===== src/rtl/vseq_pkg.sv =====
package vseq_pkg;

  // Effective element count: clamp to the maximum, collapse to one when
  // no operand carries a vector tag.
  function automatic int unsigned loop_len(input int unsigned req_vl,
                                           input int unsigned max_vl,
                                           input logic        any_vec);
    int unsigned clamped;
    clamped = (req_vl > max_vl) ? max_vl : req_vl;
    if (!any_vec && clamped != 0) clamped = 1;
    return clamped;
  endfunction

endpackage


===== src/rtl/vseq_ctrl.sv =====
module vseq_ctrl #(
  parameter int MAX_VL = 64,
  localparam int IDX_W = $clog2(MAX_VL),
  localparam int VL_W  = $clog2(MAX_VL + 1)
) (
  input  logic             clk,
  input  logic             rst_n,
  input  logic             start,
  input  logic [VL_W-1:0]  start_len,
  input  logic             step,
  output logic             busy,
  output logic [IDX_W-1:0] idx,
  output logic             done
);

  logic             busy_q, busy_n;
  logic [IDX_W-1:0] idx_q, idx_n;
  logic [VL_W-1:0]  len_q, len_n;
  logic             done_q, done_n;
  logic             is_last;
  logic             en;

  assign is_last = ({1'b0, idx_q} + VL_W'(1)) == len_q;

  always_comb begin
    busy_n = busy_q;
    idx_n  = idx_q;
    len_n  = len_q;
    done_n = 1'b0;
    if (start) begin
      if (start_len == '0) begin
        done_n = 1'b1;
      end else begin
        busy_n = 1'b1;
        idx_n  = '0;
        len_n  = start_len;
      end
    end else if (busy_q && step) begin
      idx_n = idx_q + IDX_W'(1);
      if (is_last) begin
        busy_n = 1'b0;
        done_n = 1'b1;
      end
    end
  end

  assign en = start | (busy_q & step);

  always_ff @(posedge clk or negedge rst_n) begin
    if (!rst_n) begin
      busy_q <= 1'b0;
      idx_q  <= '0;
      len_q  <= '0;
      done_q <= 1'b0;
    end else begin
      done_q <= done_n;
      if (en) begin
        busy_q <= busy_n;
        idx_q  <= idx_n;
        len_q  <= len_n;
      end
    end
  end

  assign busy = busy_q;
  assign idx  = idx_q;
  assign done = done_q;

endmodule


===== src/rtl/vseq_opnd.sv =====
module vseq_opnd #(
  parameter int REG_W = 7
) (
  input  logic             clk,
  input  logic             rst_n,
  input  logic             load,
  input  logic [REG_W-1:0] base_in,
  input  logic             vec_in,
  input  logic             step,
  output logic [REG_W-1:0] reg_num
);

  logic [REG_W-1:0] base_q;
  logic [REG_W-1:0] off_q, off_n;
  logic             vec_q;
  logic             off_en;

  always_comb begin
    off_n = off_q;
    if (load)      off_n = '0;
    else if (step) off_n = off_q + REG_W'(1);
  end

  assign off_en = load | (step & vec_q);

  always_ff @(posedge clk or negedge rst_n) begin
    if (!rst_n) begin
      base_q <= '0;
      vec_q  <= 1'b0;
    end else if (load) begin
      base_q <= base_in;
      vec_q  <= vec_in;
    end
  end

  always_ff @(posedge clk or negedge rst_n) begin
    if (!rst_n)      off_q <= '0;
    else if (off_en) off_q <= off_n;
  end

  assign reg_num = base_q + off_q;

endmodule


===== src/rtl/vseq_pred.sv =====
module vseq_pred #(
  parameter int MAX_VL = 64,
  localparam int IDX_W = $clog2(MAX_VL)
) (
  input  logic              clk,
  input  logic              rst_n,
  input  logic              load,
  input  logic [MAX_VL-1:0] mask_in,
  input  logic [IDX_W-1:0]  idx,
  output logic              enabled
);

  logic [MAX_VL-1:0] mask_q;

  always_ff @(posedge clk or negedge rst_n) begin
    if (!rst_n)    mask_q <= '0;
    else if (load) mask_q <= mask_in;
  end

  assign enabled = mask_q[idx];

endmodule


===== src/rtl/vec_elem_seq.sv =====
module vec_elem_seq #(
  parameter int MAX_VL = 64,
  parameter int REG_W  = 7,
  parameter int OPC_W  = 8,
  localparam int IDX_W = $clog2(MAX_VL),
  localparam int VL_W  = $clog2(MAX_VL + 1),
  localparam int N_OPND = 3
) (
  input  logic              clk,
  input  logic              rst_n,
  input  logic              op_valid,
  output logic              op_ready,
  input  logic [OPC_W-1:0]  op_code,
  input  logic [REG_W-1:0]  op_rd,
  input  logic [REG_W-1:0]  op_rs1,
  input  logic [REG_W-1:0]  op_rs2,
  input  logic              op_vec_rd,
  input  logic              op_vec_rs1,
  input  logic              op_vec_rs2,
  input  logic [REG_W-1:0]  op_pred_reg,
  input  logic [VL_W-1:0]   op_vl,
  output logic [REG_W-1:0]  pred_raddr,
  input  logic [MAX_VL-1:0] pred_rdata,
  output logic              uop_valid,
  input  logic              uop_ready,
  output logic [OPC_W-1:0]  uop_code,
  output logic [REG_W-1:0]  uop_rd,
  output logic [REG_W-1:0]  uop_rs1,
  output logic [REG_W-1:0]  uop_rs2,
  output logic [IDX_W-1:0]  uop_elem,
  output logic              hold_pc,
  output logic              done
);

  import vseq_pkg::*;

  logic             busy;
  logic             accept;
  logic             step;
  logic             elem_on;
  logic             any_vec;
  logic [VL_W-1:0]  eff_len;
  logic [IDX_W-1:0] idx;
  logic [OPC_W-1:0] code_q;

  logic [REG_W-1:0] opnd_base [N_OPND];
  logic             opnd_vec  [N_OPND];
  logic [REG_W-1:0] opnd_num  [N_OPND];

  assign op_ready   = ~busy;
  assign accept     = op_valid & op_ready;
  assign pred_raddr = op_pred_reg;
  assign any_vec    = op_vec_rd | op_vec_rs1 | op_vec_rs2;
  assign eff_len    = VL_W'(loop_len(int'(op_vl), MAX_VL, any_vec));

  // A masked-off element retires without waiting for the queue.
  assign step = busy & (~elem_on | uop_ready);

  vseq_ctrl #(.MAX_VL(MAX_VL)) u_ctrl (
    .clk       (clk),
    .rst_n     (rst_n),
    .start     (accept),
    .start_len (eff_len),
    .step      (step),
    .busy      (busy),
    .idx       (idx),
    .done      (done)
  );

  vseq_pred #(.MAX_VL(MAX_VL)) u_pred (
    .clk     (clk),
    .rst_n   (rst_n),
    .load    (accept),
    .mask_in (pred_rdata),
    .idx     (idx),
    .enabled (elem_on)
  );

  assign opnd_base[0] = op_rd;
  assign opnd_base[1] = op_rs1;
  assign opnd_base[2] = op_rs2;
  assign opnd_vec[0]  = op_vec_rd;
  assign opnd_vec[1]  = op_vec_rs1;
  assign opnd_vec[2]  = op_vec_rs2;

  for (genvar g = 0; g < N_OPND; g++) begin : g_opnd
    vseq_opnd #(.REG_W(REG_W)) u_opnd (
      .clk     (clk),
      .rst_n   (rst_n),
      .load    (accept),
      .base_in (opnd_base[g]),
      .vec_in  (opnd_vec[g]),
      .step    (step),
      .reg_num (opnd_num[g])
    );
  end

  always_ff @(posedge clk or negedge rst_n) begin
    if (!rst_n)      code_q <= '0;
    else if (accept) code_q <= op_code;
  end

  assign uop_valid = busy & elem_on;
  assign uop_code  = code_q;
  assign uop_rd    = opnd_num[0];
  assign uop_rs1   = opnd_num[1];
  assign uop_rs2   = opnd_num[2];
  assign uop_elem  = idx;
  assign hold_pc   = busy;

endmodule


===== config.mk =====
export PLATFORM = sky130hd
export DESIGN_NAME = vec_elem_seq
export DESIGN_NICKNAME = d
export VERILOG_FILES = /design/src/rtl/vseq_pkg.sv /design/src/rtl/vseq_ctrl.sv /design/src/rtl/vseq_opnd.sv /design/src/rtl/vseq_pred.sv /design/src/rtl/vec_elem_seq.sv
export SDC_FILE = /design/constraint.sdc
export NUM_CORES = 1
export LEC_CHECK = 0
export ABC_CLOCK_PERIOD_IN_PS = 5460
export BUFFER_PORTS_ARGS = -buffer_cell sky130_fd_sc_hd__buf_2
export CORE_AREA = 5 5 115 117
export DETAILED_ROUTE_END_ITERATION = 8
export DIE_AREA = 0 0 120 122
export PLACE_DENSITY = 0.85
export SYNTH_ARGS = -nofsm -noshare
export SYNTH_HDL_FRONTEND = slang
export SYNTH_HIERARCHICAL = 1
export SYNTH_SLANG_ARGS = --single-unit

===== constraint.sdc =====
create_clock -name clk -period 5.46 [get_ports clk]
set_input_delay 0.819 -clock clk [delete_from_list [all_inputs] [get_ports clk]]
set_output_delay 0.819 -clock clk [all_outputs]
set_load 0.02 [all_outputs]

# Yosys cells after proc, flatten, opt, wreduce, memory -nomap -nowiden
# Cells that the tools add are included.
[classes] add_sub_neg=8 order_cmp=2 n_eq_ne=2 mux=21 bitwise=17 reduce_logical=14
[op_table] op="two-way mux 7 bit" count=8
[op_table] op="nonzero test 32 bit" count=1
[op_table] op="adder 7 x 1 -> 7 bit (second input constant)" count=3
[op_table] op="adder 7 bit" count=3
[op_table] op="two-way mux 6 bit" count=3
[op_table] op="two-way mux 1 bit" count=9
[op_table] op="adder 6 x 1 -> 7 bit (second input constant)" count=1
[op_table] op="bitwise AND 1 bit" count=7
[op_table] op="equality test 7 bit" count=1
[op_table] op="> comparator 7 bit (second input constant)" count=1
[op_table] op="zero test 7 bit" count=1
[op_table] op="less-than comparator 6 x 7 -> 1 bit (second input constant)" count=1
[op_table] op="OR 1 bit" count=7
[op_table] op="adder 6 x 1 -> 6 bit (second input constant)" count=1
[op_table] op="binary-select mux 1 bit (select 6 bit)" count=1
[op_table] op="AND reduction 2 bit" count=3
[op_table] op="AND reduction 3 bit" count=2
[op_table] op="nonzero test 2 bit" count=3
[op_table] op="AND reduction 4 bit" count=1
[op_table] op="NOT 1 bit" count=3
[op_table] op="logical AND 1 bit" count=2
[op_table] op="inequality test 2 bit (second input constant)" count=1
[op_table] op="zero test 1 bit" count=1
[word_totals] reg_bits=132

# Logic depth before layout (Yosys ltp)
# Gate-level depths: netlist of the first run.
[logic_depth] ltp_word=8 mapped_depth=11

# Cells and area by module
# Netlist of the first run, hierarchy kept.
[modules_own_cells] mod="vseq_pred" n_inst=1 cells_per_inst=173 area_per_inst_um2=2891.5
[modules_own_cells] mod="vseq_opnd" n_inst=3 cells_per_inst=86 area_per_inst_um2=888.4
[modules_own_cells] mod="vseq_ctrl" n_inst=1 cells_per_inst=100 area_per_inst_um2=943.4
[modules_own_cells] mod="vec_elem_seq" n_inst=1 cells_per_inst=43 area_per_inst_um2=506.7

# Worst setup path before layout of the first run
# OpenSTA, ideal clock, no wires.
[synth_path] path_kind="register to register" start="register u_ctrl.idx_q[0] (netlist: u_ctrl/idx[0])" end="register u_ctrl.busy_q (netlist: u_ctrl/busy)" arrival_time_ns=3.575 required_time_ns=5.336 path_slack_ns=1.761 path_stages_with_launch=12 n_path_buf=2 path_cell_list="dfrtp_1 -> buf_6 -> buf_2 -> mux4_2 -> a221oi_1 -> a21oi_1 -> a32o_1 -> a21oi_1 -> nand3b_1 -> nor3_1 -> o2111ai_1 -> o31a_1"
[synth_between] elab_chain_len=8
[synth_rtl] element="from (decl)" line_no="vseq_ctrl.sv:17" text="logic [IDX_W-1:0] idx_q, idx_n;"
[synth_rtl] element="from (signal assigned)" line_no="vseq_ctrl.sv:59" text="idx_q <= idx_n;"
[synth_rtl] element="binary-select mux 1 bit (select 6 bit) (*)" line_no="vseq_pred.sv:20" text="assign enabled = mask_q[idx];"
[synth_rtl] element="two-way mux 1 bit (not written as such) (*)" line_no="vseq_pred.sv:20"
[synth_rtl] element="named net elem_on" line_no="vec_elem_seq.sv:40" text="logic elem_on;"
[synth_rtl] element="NOT 1 bit (*)" line_no="vec_elem_seq.sv:57" text="assign step = busy & (~elem_on | uop_ready);"
[synth_rtl] element="OR 1 bit (*)" line_no="vec_elem_seq.sv:57"
[synth_rtl] element="bitwise AND 1 bit (*)" line_no="vec_elem_seq.sv:57"
[synth_rtl] element="named net step" line_no="vec_elem_seq.sv:39" text="logic step;"
[synth_rtl] element="bitwise AND 1 bit or logical AND 1 bit (tied branches)" line_no="vseq_ctrl.sv:47, vseq_ctrl.sv:38"
[synth_rtl] element="OR 1 bit or nonzero test 2 bit (tied branches)"
[synth_rtl] element="AND reduction 4 bit (no line) (*)"
[synth_rtl] element="to (signal assigned)" line_no="vseq_ctrl.sv:58" text="busy_q <= busy_n;"
[synth_rtl] element="to (decl)" line_no="vseq_ctrl.sv:16" text="logic busy_q, busy_n;"
# Mark *: on every way through the listed nets, which the timed path passes. The rest lies on a longest branch. The select of a mux whose other input is x is not followed.
# A chain may end at the register's enable or synchronous reset.

# Final worst setup path of the first run
# Same ends and word-level chain as after synthesis.

==> out/qor.txt, run 1 <==
Mapped Area - 7010 um^2
Top cells by area, synth - dfrtp_1 (47%), mux2_2 (14%), ha_1 (3.9%), mux4_2 (3.9%), xnor2_1 (3.1%)
Fin util - 0.684
Register area share after synthesis - 0.471
Post-Synth Simple-Gate Area - 0.104
Startpoint Class - flip-flop
Chip height - 122 um
Async S/R FF share, synth - 1.00
Fraction of synthesized area in multiplexers - 0.216
Switching power - 1.99 mW
Worst-Skew Late Latency - 420 ps
HPWL Detailed - 11.1 mm
RSZ-0062 raised after global routing - false
Fin. Hold Viols - 0
DRT antenna net count - 0
Mapped Cells - 574
Root Buffer - clkbuf_16
Critical Path RT - 5760 ps
Share of layout cells above drive strength 1 - 0.419
Capturing point of the worst reg2reg path - u_ctrl/busy
Arrival time at the worst endpoint - 4450 ps
Sw frac - 0.377
Yosys top cell area share - 0.471
Sequential power share - 0.345
Largest area contributor in the netlist - dfrtp_1
Number of hold buffers added after cts - 0
Clock Path Buffers - 2
Residual DRC - 0
Placed instance count - 842
GR Overflow Total - 0
Final nets - 850
Hold endpoint - u_pred/mask_q[42]
Syn nets - 713
FP Rows - 41
Crit path max fanout - 18
Pin count of the biggest net entering global routing - 97
Vias in the first global route - 5283
Synth warnings - 6
Starting Density - 0.571
Compound-Gate Fraction of Synth Area - 0.0745
Clk network pwr share - 0.218
Htree depth - 4
Initial antenna violation count - 0
First-pass GRT wire length - 26.1 mm
DIE WIDTH - 120 um
Slew headroom - 0.369
Core ar. - 12300 um^2
Power, Total - 5.29 mW
Iter 0 DRT Violations - 334
Post-CTS Setup Repair Bufs - 0
Final setup fails - 0
CP endpoint kind - flip-flop
Worst-Margin Slew - 947 ps
Final non-filler cell total - 875
Outcome - finished clean
Leakage - 3.83 nW
F_max - 241 MHz
Tot GR Track Use - 0.229
Post-DR vias/cell - 5.70
Clk pin slew, worst setup/hold paths - 60 ps
Vias after detailed routing - 4991
Source of the worst hold timing path - u_pred/mask_q[42]
Final Max Slew Viols - 0
Worst Skew - 7.33 ps
GP Congestion - 0.873
Cell internal pwr - 3.29 mW
Setup tns final - 0 ps
Total CTS buffers - 17
Adder-cell share of the synthesized area - 0.0479
CP Class - reg -> reg
Port bufs - 145
Max Cap Viol - 0
CP startpoint - u_ctrl/idx[0]
Worst hold-check path type - reg -> reg
Ports - 160
Ys flop type - dfrtp_1
CTS tree - yes
Yosys reg bits - 132
Beginning of the worst register-to-register path - u_ctrl/idx[0]
Maximum vdd ir drop - 0.349 mV
Synth top cells by count - dfrtp_1 (132), mux2_2 (85), nand2_1 (52)
Clk sinks - 132
Final Critical Period - 4150 ps
Period utilization - 0.760
R2R depth - 11
Xor/xnor share of the synthesized area - 0.0495
Worst hold stages - 1
Die area - 14600 um^2
Drt total wl - 15.9 mm
DR pass1 iterations - 4
Most frequent cell after synthesis - dfrtp_1
Post-synth EDFFs - 0
Synth-to-Final Area Change - 19.6%
Worst Hold Slack - 499 ps
CTS resizes - 0
Synthesized area per cell - 12.2 um^2
Combinational power share - 0.437
Routed len/inst - 18.1 um
Synth unique cells - 58
PwrDens - 631 nW/um^2
Largest family of logic cells by synthesized area - multiplexers
R2r setup slk - 1310 ps
-- cells in the final DEF, fill, tap and decap left out, types with 7 or more instances in the layout --
master and count:
xnor2_1 25, nand3_1 13, dfrtp_1 132, inv_1 17
nor2_1 35, ha_1 22, buf_2 144, and2_1 7
nand2_1 52, mux2_2 85, nor2b_1 8, o21ai_0 11
mux2_4 8, xor2_1 9, a21oi_1 17, nor3_1 8
mux4_2 12, clkbuf_16 17
-- layout make-up --
cell class | count | area, um^2
fillers | 872 | 3880
repair buffers | 149 | 771
inverters | 17 | 63.8
clock inverters | 12 | 156
flip-flops and latches | 132 | 3300
multi-input cells | 394 | 3450
well taps | 150 | 188
diodes | 1 | 2.50
clock buffers | 20 | 447
-- power groups by stage --
stage,registers (mW),logic [mW],clock network [mW]
6_report,1.82,2.31,1.15
5_1_grt,1.88,2.52,1.23
4_1_cts,1.82,2.33,1.17
3_5_place_dp,1.83,2.29,0
3_3_place_gp,1.79,2.20,0
2_1_floorplan,1.72,1.77,0
-- state kept, by name, indices dropped and copies added (netlist names) --
| name | cells |
|---|---|
| uop_code | 8 |
| g_opnd.u_opnd/base_q | 21 |
| u_ctrl/idx | 6 |
| g_opnd.u_opnd/vec_q | 3 |
| u_ctrl/len_q | 7 |
| u_ctrl/busy | 1 |
| g_opnd.u_opnd/off_q | 21 |
| u_ctrl/done | 1 |
| u_pred/mask_q | 64 |
-- worst max-delay path, cell delays in order, from the launching register on --
cell       delay (ps)
dfrtp_1           730
buf_4             370
mux4_1            580
a221oi_1          320
a21oi_1           130
a32o_1            250
a21oi_1           130
buf_4             220
nand3b_1          500
nor3_1            350
o2111ai_1         180
o31a_1            270
-- kinds of logic after synthesis --
group,after synthesis
and+or+nand+nor,147
buffers and inverters,48
xor gates and xnor gates,37
DFF,132
AOI/OAI and AO/OA,72
adders and majority gates,25
muxes,113
-- per-layer routing --
metal | global-route usage | wire, um | up-vias | part of all wire
met5 | 0 | 0 | - | 0
li1 | - | - | 2325 | -
met4 | 0.0759 | 260 | 0 | 0.016
met2 | 0.385 | 8040 | 169 | 0.51
met3 | 0.0659 | 989 | 21 | 0.062
met1 | 0.286 | 6580 | 2476 | 0.41
-- worst max path at each step --
stage                  end  slack, ps  cells past startpoint
3_5_place_dp   u_ctrl/busy       1430                     11
4_1_cts        u_ctrl/busy       1320                     11
6_report       u_ctrl/busy       1310                     11
5_1_grt        u_ctrl/busy       1020                     11
3_3_place_gp   u_ctrl/busy       1520                     11
2_1_floorplan  u_ctrl/busy       1760                     11
-- stage by stage --
| step | cell area [um^2] | setup slack (ps) |
|---|---|---|
| after floorplan | 7010 | 1760 |
| after global placement | 7780 | 1520 |
| after detailed placement | 7780 | 1430 |
| after CTS | 8380 | 1320 |
| after global routing | 8380 | 1020 |
| final | 8380 | 1310 |
No activity file was read; power rests on OpenSTA's default activity.
==> run 2: changes to the inputs <==
ABC_AREA = 1   (was default)
ABC_CLOCK_PERIOD_IN_PS = 3810   (was 5460)
CORE_AREA = 5 5 128 130   (was 5 5 115 117)
DIE_AREA = 0 0 133 135   (was 0 0 120 122)
PLACE_DENSITY = 0.76   (was 0.85)
clock period = 3.81 ns   (was 5.46 ns; I/O delays follow)
==> run 2 against run 1 <==
Synthesized cell count grew 49%. Cell area is 4.8% higher. Global-route usage fell by 4.1 points. Hold slack got worse by 260 ps. Sequential share of layout area is 1.8 points lower. Cell count increased by 36%. First-iteration DRC count is 9.3% lower. Combinational power up 48%. Sequential power rose by 42%. Largest cell class unchanged. Largest power group unchanged. Highest routed layer unchanged.
==> out/qor.txt, run 2 <==
Pin count of the biggest net entering global routing - 89 (-8.2%)
Core ar. - 15000 um^2 (+23%)
Worst hold-check path type - in -> async
Most frequent cell after synthesis - nand2_1
Startpoint Class - flip-flop
Chip height - 135 um (+11%)
Fillers - 1346 (+54%)
F_max - 327 MHz
Synth warnings - 6 (unchanged)
Starting Density - 0.488 (-0.0836)
Largest area contributor in the netlist - dfrtp_1
Yosys reg bits - 132 (unchanged)
Regs by FF count - u_pred/mask_q (64), g_opnd.u_opnd/base_q (21), g_opnd.u_opnd/off_q (21)
Max FFs per register - 64 (unchanged)
Port bufs - 145 (unchanged)
Most frequent cells in the layout - nand2_1 (289), buf_2 (144), dfrtp_1 (132)
DIE WIDTH - 133 um (+11%)
Slew headroom - 0.258 (-0.110)
Htree depth - 4 (unchanged)
Tot GR Track Use - 0.188 (-0.0412)
Clock Path Buffers - 2 (unchanged)
PwrDens - 896 nW/um^2 (+42%)
Final Max Slew Viols - 0 (unchanged)
Outcome - finished clean
CP max stage delay - 890 ps (+160 ps)
Post-DR vias/cell - 4.95 (-13%)
Synthesized area per cell - 8.60 um^2 (-30%)
Dpl ws - 1030 ps (-407 ps)
CP Cell Sequence - inv_4 > nand3_1 > nand3_1 > nand2_1 > nand2_1 > nand3_1 > nand3_1 > nand2_1 > nand2_1 > inv_1 > buf_2
Maximum vdd ir drop - 0.621 mV (+78%)
First-pass GRT wire length - 27.4 mm (+5.1%)
Max Cap Viol - 0 (unchanged)
Routed wl met3 - 1.10 mm (+12%)
Post-synth EDFFs - 0 (unchanged)
CP endpoint kind - output port
FP Rows - 45 (+9.8%)
Synth unique cells - 35 (-40%)
Final Critical Period - 3060 ps
Share of layout cells above drive strength 1 - 0.280 (-0.138)
Residual DRC - 0 (unchanged)
HPWL Detailed - 11.6 mm (+4.6%)
Worst Skew - 13.1 ps (+5.82 ps)
Largest delay share family, worst path - flip-flops
Commonest non-fill, non-tap cell in the layout - nand2_1
Drt total wl - 16.4 mm (+3.1%)
Ys flop type - dfrtp_1
Mapped Cells - 853 (+49%)
Synth-to-Final Area Change - 19.8%
Vias after detailed routing - 5897 (+18%)
Final nets - 1129 (+33%)
Setup tns final - 0 ps (unchanged)
Iter 0 DRT Violations - 303 (-9.3%)
Clk pin slew, worst setup/hold paths - 50 ps (about the same)
Register area share after synthesis - 0.450 (-0.0211)
Root Buffer - clkbuf_16
Critical path's slowest cell - dfrtp_1
Final setup fails - 0 (unchanged)
Clk sinks - 132 (unchanged)
Syn nets - 992 (+39%)
Yosys top cell area share - 0.450 (-0.0211)
Mapped Area - 7330 um^2 (+4.7%)
Number of hold buffers added after cts - 0 (unchanged)
CTS tree - yes
GR Overflow Total - 0 (unchanged)
Setup WS post-layout - 748 ps (-563 ps)
Met2 wire length - 7.59 mm (-5.6%)
Leakage - 4.67 nW (+22%)
Worst-Skew Late Latency - 420 ps (about the same)
Crit path max fanout - 22 (+4)
Die area - 18000 um^2 (+23%)
Vias in the first global route - 5788 (+9.6%)
Routed len/inst - 13.7 um (-24%)
Fin. Hold Viols - 0 (unchanged)
Arrival time at the worst endpoint - 2490 ps (-1960 ps)
CP bufs+invs - 3 (+1)
Critical Path RT - 3240 ps (-2520 ps)
Biggest register - u_pred/mask_q
Top cells by area, synth - dfrtp_1 (45%), nand2_1 (15%), mux2_2 (9.8%), nand3_1 (5.1%), inv_1 (4.4%)
Synth top cells by count - nand2_1 (289), dfrtp_1 (132), inv_1 (86)
CP Class - reg -> out
Worst-Margin Slew - 1110 ps (+166 ps)
Period utilization - 0.804
Async S/R FF share, synth - 1.00 (unchanged)
# diodes - 0 (-1)
DRT antenna net count - 0 (unchanged)
CTS resizes - 0 (unchanged)
Initial antenna violation count - 0 (unchanged)
GP Congestion - 0.825 (-5.5%)
Power, Total - 7.87 mW (+49%)
RSZ-0062 raised after global routing - false
Met1 Routed Length - 7.47 mm (+13%)
DR pass1 iterations - 5 (+1)
Post-CTS Setup Repair Bufs - 0 (unchanged)
Total CTS buffers - 17 (unchanged)
Uppermost routed layer - met4
Ports - 160 (unchanged)
## run 2: through the flow
stage / util / cell area [um^2] / hold slack (ps) / cells
finish: 0.584 / 8780 / 238 / 1191
floorplan: - / 7330 / 276 / 853
global placement: 0.540 / 8110 / 462 / 1159
CTS: 0.584 / 8780 / 268 / 1191
global route: 0.584 / 8780 / 307 / 1191
detailed placement: 0.540 / 8110 / 466 / 1159
## run 2: cell type report
class	instances	area [um^2]	area share
multi-input cells	600	3450	0.393
flip-flops and latches	132	3300	0.376
clock inverters	13	229	0.0261
well taps	188	235	0.0268
repair buffers	150	778	0.0886
clock buffers	19	443	0.0504
inverters	89	344	0.0392
## run 2: cell families after synthesis
group	share of synthesized area
XOR/XNOR	0.0179
AND/OR/NAND/NOR	0.277
buffers and inverters	0.0792
multiplexers	0.0983
adder cells (fa/ha/maj)	0.0457
flip-flops	0.450
AO/OA/AOI/OAI	0.0319
## run 2: power by group
group / internal, mW / switching [mW]
registers: 2.04 / 0.544
logic: 1.40 / 2.03
clock network: 1.25 / 0.612
total: 4.68 / 3.18
## run 2: path summary, 6_finish.rpt
path,from,depth (start not counted),slack (ps),end
min reg2reg,g_opnd[2].u_opnd/base_q[5],2,480,g_opnd[2].u_opnd/base_q[5]
min in group clk,op_code[3],3,340,uop_code[3]
max reg2reg,u_ctrl/idx[1],19,980,u_ctrl/busy
max,u_ctrl/idx[1],11,750,uop_valid
max in group asynchronous,rst_n,2,2730,g_opnd[0].u_opnd/base_q[0]
min,rst_n,1,240,u_pred/mask_q[48]
## run 2: routing by layer
layer  up-vias  global-route usage
met5         -                   0
met4         0              0.0629
met3        15              0.0518
met2       167               0.293
met1      2725               0.253
li1       2990                   -
## run 2: worst register-to-register path: stages, from the launching register on
cell	delay (ps)
dfrtp_1	690
inv_4	340
nand3_1	120
nand3_1	80
nand2_1	70
nand2_1	60
nand3_1	80
nand3_1	90
nand2_1	110
a21oi_1	160
buf_4	170
nand2_1	60
nor2_1	190
nand2_1	80
nor2_1	80
nand3_1	70
nor2_1	90
nand2_1	70
nand2_1	60
nand2_1	50
